### src/rtl/ers_pkg.sv
package ers_pkg;
  typedef enum logic [1:0] {
    PH_IDLE   = 2'd0,
    PH_WINDOW = 2'd1,
    PH_ERASE  = 2'd2,
    PH_CHIP   = 2'd3
  } phase_t;
endpackage

### src/rtl/ers_countdown.sv
// Loadable down-counter; expire is high in the last counted cycle.
module ers_countdown #(
  parameter int W = 8
) (
  input  logic         clk,
  input  logic         rst,
  input  logic         load,
  input  logic [W-1:0] load_val,
  input  logic         halt,
  output logic [W-1:0] cnt,
  output logic         expire
);
  always_ff @(posedge clk) begin
    if (rst || halt) begin
      cnt <= '0;
    end else if (load) begin
      cnt <= load_val;
    end else if (cnt != '0) begin
      cnt <= cnt - W'(1);
    end
  end

  assign expire = (cnt == W'(1));
endmodule

### src/rtl/ers_sector_map.sv
// Bitmap of sectors queued for erase, distinct-sector count, registered query.
module ers_sector_map #(
  parameter int NS  = 8,
  parameter int IW  = 3,
  parameter int CW  = 4
) (
  input  logic          clk,
  input  logic          rst,
  input  logic          set_en,
  input  logic [IW-1:0] set_idx,
  input  logic          clr_all,
  input  logic [IW-1:0] q_idx,
  output logic [NS-1:0] bits,
  output logic [CW-1:0] count,
  output logic          q_hit
);
  logic set_ok;
  logic already;
  logic q_ok;

  assign set_ok  = (32'(set_idx) < NS);
  assign already = set_ok && bits[set_idx];
  assign q_ok    = (32'(q_idx) < NS);

  for (genvar i = 0; i < NS; i++) begin : g_bit
    always_ff @(posedge clk) begin
      if (rst || clr_all) begin
        bits[i] <= 1'b0;
      end else if (set_en && set_idx == IW'(i)) begin
        bits[i] <= 1'b1;
      end
    end
  end

  always_ff @(posedge clk) begin
    if (rst || clr_all) begin
      count <= '0;
    end else if (set_en && set_ok && !already) begin
      count <= count + CW'(1);
    end
  end

  always_ff @(posedge clk) begin
    if (rst) begin
      q_hit <= 1'b0;
    end else begin
      q_hit <= q_ok && bits[q_idx];
    end
  end
endmodule

### src/rtl/sector_erase_sched.sv
module sector_erase_sched
  import ers_pkg::*;
#(
  parameter int NUM_SECTORS = 64,
  parameter int CYC_PER_US  = 100,
  parameter int WINDOW_US   = 50,
  parameter int US_PER_MS   = 1000,
  parameter int SECT_EXP    = 9,
  parameter int CHIP_EXP    = 12,
  localparam int IDX_W      = (NUM_SECTORS > 1) ? $clog2(NUM_SECTORS) : 1
) (
  input  logic             clk,
  input  logic             rst,
  input  logic             sect_req,
  input  logic [IDX_W-1:0] sect_idx,
  input  logic             chip_req,
  input  logic             abort_req,
  input  logic             susp_req,
  input  logic             resume_req,
  input  logic             stat_rd,
  input  logic [IDX_W-1:0] query_idx,
  output logic             dq7_o,
  output logic             dq3_o,
  output logic             dq2_o,
  output logic             busy_o,
  output logic             susp_o,
  output logic             query_hit_o,
  output logic             done_o
);
  localparam longint unsigned MS_CYC   = longint'(CYC_PER_US) * longint'(US_PER_MS);
  localparam longint unsigned SECT_CYC = MS_CYC << SECT_EXP;
  localparam longint unsigned CHIP_CYC = MS_CYC << CHIP_EXP;
  localparam longint unsigned WIN_CYC  = longint'(CYC_PER_US) * longint'(WINDOW_US);
  localparam longint unsigned ERS_MAX  = SECT_CYC * longint'(NUM_SECTORS);
  localparam longint unsigned TMR_MAX  = (ERS_MAX > CHIP_CYC) ? ERS_MAX : CHIP_CYC;
  localparam int TMR_W = $clog2(TMR_MAX + 1);
  localparam int WIN_W = $clog2(WIN_CYC + 1);
  localparam int CNT_W = $clog2(NUM_SECTORS + 1);

  phase_t             phase, phase_nxt;
  logic [TMR_W-1:0]   saved_q;
  logic [NUM_SECTORS-1:0] map_bits;
  logic [CNT_W-1:0]   q_count;
  logic [WIN_W-1:0]   win_cnt;
  logic               win_exp;
  logic [TMR_W-1:0]   tmr_cnt;
  logic               tmr_exp;
  logic [TMR_W-1:0]   erase_len;
  logic [TMR_W-1:0]   tmr_load_val;

  logic in_idle, in_win, in_ers, in_chip, suspended;
  logic do_susp_win, do_susp_ers, do_abort;
  logic acc_sect, acc_chip, acc_resume;
  logic win_done, ers_done, chip_done;
  logic q_sel_ok, dq2_flip;

  assign in_idle   = (phase == PH_IDLE);
  assign in_win    = (phase == PH_WINDOW);
  assign in_ers    = (phase == PH_ERASE);
  assign in_chip   = (phase == PH_CHIP);
  assign suspended = (saved_q != '0);

  // Command acceptance, suspend first, then abort, then starts.
  assign do_susp_win = susp_req && in_win;
  assign do_susp_ers = susp_req && in_ers;
  assign do_abort    = abort_req && in_win && !susp_req;
  assign acc_sect    = sect_req && !susp_req && !abort_req &&
                       ((in_idle && !suspended) || in_win);
  assign acc_chip    = chip_req && !sect_req && in_idle && !suspended;
  assign acc_resume  = resume_req && in_idle && suspended;

  assign win_done  = in_win && win_exp && !acc_sect && !do_susp_win && !do_abort;
  assign ers_done  = in_ers && tmr_exp && !do_susp_ers;
  assign chip_done = in_chip && tmr_exp;

  assign erase_len = TMR_W'(SECT_CYC) * TMR_W'(q_count);

  always_comb begin
    tmr_load_val = erase_len;
    if (acc_chip)   tmr_load_val = TMR_W'(CHIP_CYC);
    if (acc_resume) tmr_load_val = saved_q;
  end

  ers_countdown #(.W(WIN_W)) u_win (
    .clk      (clk),
    .rst      (rst),
    .load     (acc_sect),
    .load_val (WIN_W'(WIN_CYC)),
    .halt     (do_susp_win || do_abort || win_done),
    .cnt      (win_cnt),
    .expire   (win_exp)
  );

  ers_countdown #(.W(TMR_W)) u_tmr (
    .clk      (clk),
    .rst      (rst),
    .load     (win_done || acc_chip || acc_resume),
    .load_val (tmr_load_val),
    .halt     (do_susp_ers || ers_done || chip_done),
    .cnt      (tmr_cnt),
    .expire   (tmr_exp)
  );

  ers_sector_map #(.NS(NUM_SECTORS), .IW(IDX_W), .CW(CNT_W)) u_map (
    .clk     (clk),
    .rst     (rst),
    .set_en  (acc_sect),
    .set_idx (sect_idx),
    .clr_all (do_abort || ers_done),
    .q_idx   (query_idx),
    .bits    (map_bits),
    .count   (q_count),
    .q_hit   (query_hit_o)
  );

  always_comb begin
    phase_nxt = phase;
    unique case (phase)
      PH_IDLE: begin
        if (acc_sect)        phase_nxt = PH_WINDOW;
        else if (acc_chip)   phase_nxt = PH_CHIP;
        else if (acc_resume) phase_nxt = PH_ERASE;
      end
      PH_WINDOW: begin
        if (do_susp_win || do_abort) phase_nxt = PH_IDLE;
        else if (win_done)           phase_nxt = PH_ERASE;
      end
      PH_ERASE: begin
        if (do_susp_ers || ers_done) phase_nxt = PH_IDLE;
      end
      PH_CHIP: begin
        if (chip_done) phase_nxt = PH_IDLE;
      end
      default: phase_nxt = PH_IDLE;
    endcase
  end

  assign q_sel_ok = (32'(query_idx) < NUM_SECTORS) && map_bits[query_idx];
  assign dq2_flip = stat_rd && (!in_idle || (suspended && q_sel_ok));

  always_ff @(posedge clk) begin
    if (rst) begin
      phase   <= PH_IDLE;
      saved_q <= '0;
      dq7_o   <= 1'b0;
      dq3_o   <= 1'b0;
      dq2_o   <= 1'b0;
      done_o  <= 1'b0;
    end else begin
      phase  <= phase_nxt;
      dq3_o  <= (phase_nxt == PH_ERASE);
      done_o <= ers_done || chip_done;
      if (do_susp_win)      saved_q <= erase_len;
      else if (do_susp_ers) saved_q <= tmr_cnt;
      else if (acc_resume)  saved_q <= '0;
      if (acc_sect || acc_chip || acc_resume) dq7_o <= 1'b0;
      else if (ers_done || chip_done)         dq7_o <= ~dq7_o;
      if (dq2_flip) dq2_o <= ~dq2_o;
    end
  end

  assign busy_o = !in_idle;
  assign susp_o = suspended;
endmodule

### config.mk
export PLATFORM = sky130hd
export DESIGN_NAME = sector_erase_sched
export DESIGN_NICKNAME = d
export VERILOG_FILES = /design/src/rtl/ers_pkg.sv /design/src/rtl/ers_countdown.sv /design/src/rtl/ers_sector_map.sv /design/src/rtl/sector_erase_sched.sv
export SDC_FILE = /design/constraint.sdc
export NUM_CORES = 1
export LEC_CHECK = 0
export ABC_CLOCK_PERIOD_IN_PS = 5180
export BUFFER_PORTS_ARGS = -buffer_cell sky130_fd_sc_hd__buf_2
export CAP_MARGIN = 20
export CORE_ASPECT_RATIO = 0.75
export CORE_MARGIN = 3
export CORE_UTILIZATION = 38
export CTS_CLUSTER_SIZE = 40
export DETAILED_ROUTE_END_ITERATION = 10
export GPL_ROUTABILITY_DRIVEN = 0
export SYNTH_ARGS = -nofsm -noshare
export SYNTH_HDL_FRONTEND = slang
export SYNTH_SLANG_ARGS = --single-unit
### constraint.sdc
create_clock -name clk -period 5.18 [get_ports clk]
set_clock_uncertainty 0.15 [all_clocks]
set_input_delay 0.259 -clock clk [delete_from_list [all_inputs] [get_ports clk]]
set_output_delay 0.259 -clock clk [all_outputs]
set_load 0.005 [all_outputs]
==> flow_metrics.tcl <==
set metrics [dict create \
    crit_arrival_ps 4360 \
    std_cell_rows 47 \
    drc 0 \
    wl_per_cell_microns 18.8 \
    post_cts.repair.setup_buffers 0 \
    fin_area_sq_um 9850 \
    drt-vias-per-instance 5.87 \
    path_max_fanout 6 \
    antenna_found_initial 1 \
    min_period_ps 4180 \
    yosys_register_bits 155 \
    synth_area_sq_um 8940 \
    hold_buffers 0 \
    fmax_mhz 239 \
    setup-violations-final 0 \
    synth_compound_area_share_pct 17.9 \
    setup_tns_ps 0 \
    hold_class "in2reg" \
    ys.flop_type "dfxtp_1" \
    grt_max_degree 47 \
    ant_nets 0 \
    status "finished, final reports clean" \
    avgSynthCellArea_sq_um 8.87 \
    cap_viol_max_count 0 \
    fin_ws_ps 1000 \
    start_kind "flip-flop" \
    crit_required_ps 5360 \
    synth_adder_area_share_pct 9.13 \
    p_per_area_nw_per_um2 455 \
    final_cell_mix "dfxtp_1, nor2_1, a21oi_1" \
    drtIter0Drc 913 \
    ys_seq_area_share_pct 34.7 \
    relSlewSlack_pct 26.2 \
    place.port_buffers 26 \
    synthXorXnorAreaFrac_pct 4.90 \
    cts_sinks 155 \
    grt-ovfl-total 0 \
    ios 27 \
    cts_made_buffers 17 \
    final_util_pct 43.6 \
    synth-async-reset-ratio_pct 0 \
    muxShareOfSynthArea_pct 9.20 \
    yosys.area.top_type "dfxtp_1" \
    die_w_microns 183 \
    synthDistinctLibCells 77 \
    whs_ps 102 \
    start_util_pct 39.6 \
    cts-resized-gates 0 \
    clockBufferDepth 2 \
    tightestPinTransition_ps 1100 \
    endpoint_kind "flip-flop" \
    drive_gt1_share_pct 11.8 \
    synth-simple-area-share_pct 19.9 \
    peakVddDrop_mv 0.251 \
    first_global_vias 7087 \
    first_pass_iters 5 \
    die-area_sq_um 25400 \
    pre_cts_ws_ps 1010 \
    synth_top_area_share_pct 34.7 \
    area_growth_pct 10.2 \
    min_period_over_period_pct 80.7 \
    ys_top_cells_by_area "dfxtp_1, ha_1, a21oi_1, nor2_1, mux4_2" \
    synth_edf_count 0 \
    rsz0062_at_grt "no" \
    synth_warnings 0 \
    cts_tree "built" \
    fin_nets 1087 \
    synth_fp_nets 1089 \
    vias 7718 \
    dpl_cell_area_sq_um 9260 \
    synth_cells 1008 \
    grtUsageTotal_pct 19.4 \
    post-dp-hpwl_mm 17.0 \
    core_sq_um 22600 \
    path_clk_slew_ps 70 \
    path_class "reg2reg" \
    finalHoldViolations 0 \
    synth_top_family_by_area "simple AND/OR/NAND/NOR gates" \
    htreeDepth 4 \
    grt_pass1_wl_mm 39.6 \
    clk_latency_ps 430 \
    dieHeight_microns 139 \
    layout_commonest_cell "dfxtp_1" \
    clockRootBuffer "clkbuf_16" \
    power.leakage_nw 3.99 \
    drt-total-wl_mm 24.7 \
    drv_slew 0 \
]
logic make-up (layout without fill, tap and decap cells):
logic type	after synthesis	after routing
muxes	44	44
AOI/OAI and AO/OA	246	246
buffers and inverters	89	100
DFF	155	155
adders and majority gates	61	61
other	0	1
xor gates and xnor gates	50	50
and+or+nand+nor	363	363
per-stage QoR:
stage | instances | total power [W]
after floorplan | 1008 | 0.00276
after global placement | 1279 | 0.00320
after detailed placement | 1280 | 0.00322
after CTS | 1312 | 0.00446
after global routing | 1314 | 0.00474
final | 1314 | 0.00448
power breakdown:
part           internal [W]  total, W  switching, W
clock              0.000695   0.00124      0.000549
combinational      0.000627   0.00172       0.00109
sequential          0.00134   0.00152      0.000173
total               0.00266   0.00448       0.00181
cell type report:
type | count | area (sq um)
clock buffers | 21 | 460
repair buffers | 37 | 220
multi-input cells | 764 | 5460
fillers | 2228 | 12700
inverters | 31 | 116
well taps | 294 | 368
flip-flops and latches | 155 | 3100
clock inverters | 11 | 111
diodes | 1 | 2.50
worst max-delay path: stages (launching register included):
cell and delay (ps):
dfxtp_1 380, ha_1 340, inv_1 60, fa_1 500, inv_1 50, fa_1 460
ha_1 300, ha_1 300, o21ai_0 130, a22o_1 240, o31ai_1 370, o41a_1 230
a31oi_1 110, xor2_1 170, a221oi_1 280
layer usage:
layer  track usage (%)  routed length (microns)  vias up
li1                  -                        -     3683
met1              31.2                    12600     3734
met2              25.0                     9750      270
met3              4.51                     1840       31
met4              5.73                      446        0
met5                 0                        0        -
sequential cells by signal, indices dropped and copies added, names as in the netlist:
signal	count
u_tmr.cnt	32
u_win.cnt	13
u_map.q_hit	1
u_map.bits	64
dq3_o	1
dq7_o	1
u_map.count	7
dq2_o	1
phase	2
saved_q	32
done_o	1
synth_stat cells, types with 21 or more instances:
master and number:
dfxtp_1 155, nor2_1 144, a21oi_1 115, nand2_1 69, ha_1 54, clkbuf_1 38, inv_1 31, xnor2_1 28
nor3_1 26, o21ai_0 26, nand3_1 23, xor2_1 22, mux4_2 21
worst paths after layout:
kind	depth (start not counted)	startpoint	slack, ps	to
worst max-delay path	14	u_map.count[2]	1000	saved_q[30]
worst min-delay path	4	stat_rd	100	dq2_o
worst max register to register	14	u_map.count[2]	1000	saved_q[30]
worst min register to register	2	u_tmr.cnt[7]	330	saved_q[7]
Power figures use the tool's default switching activity.
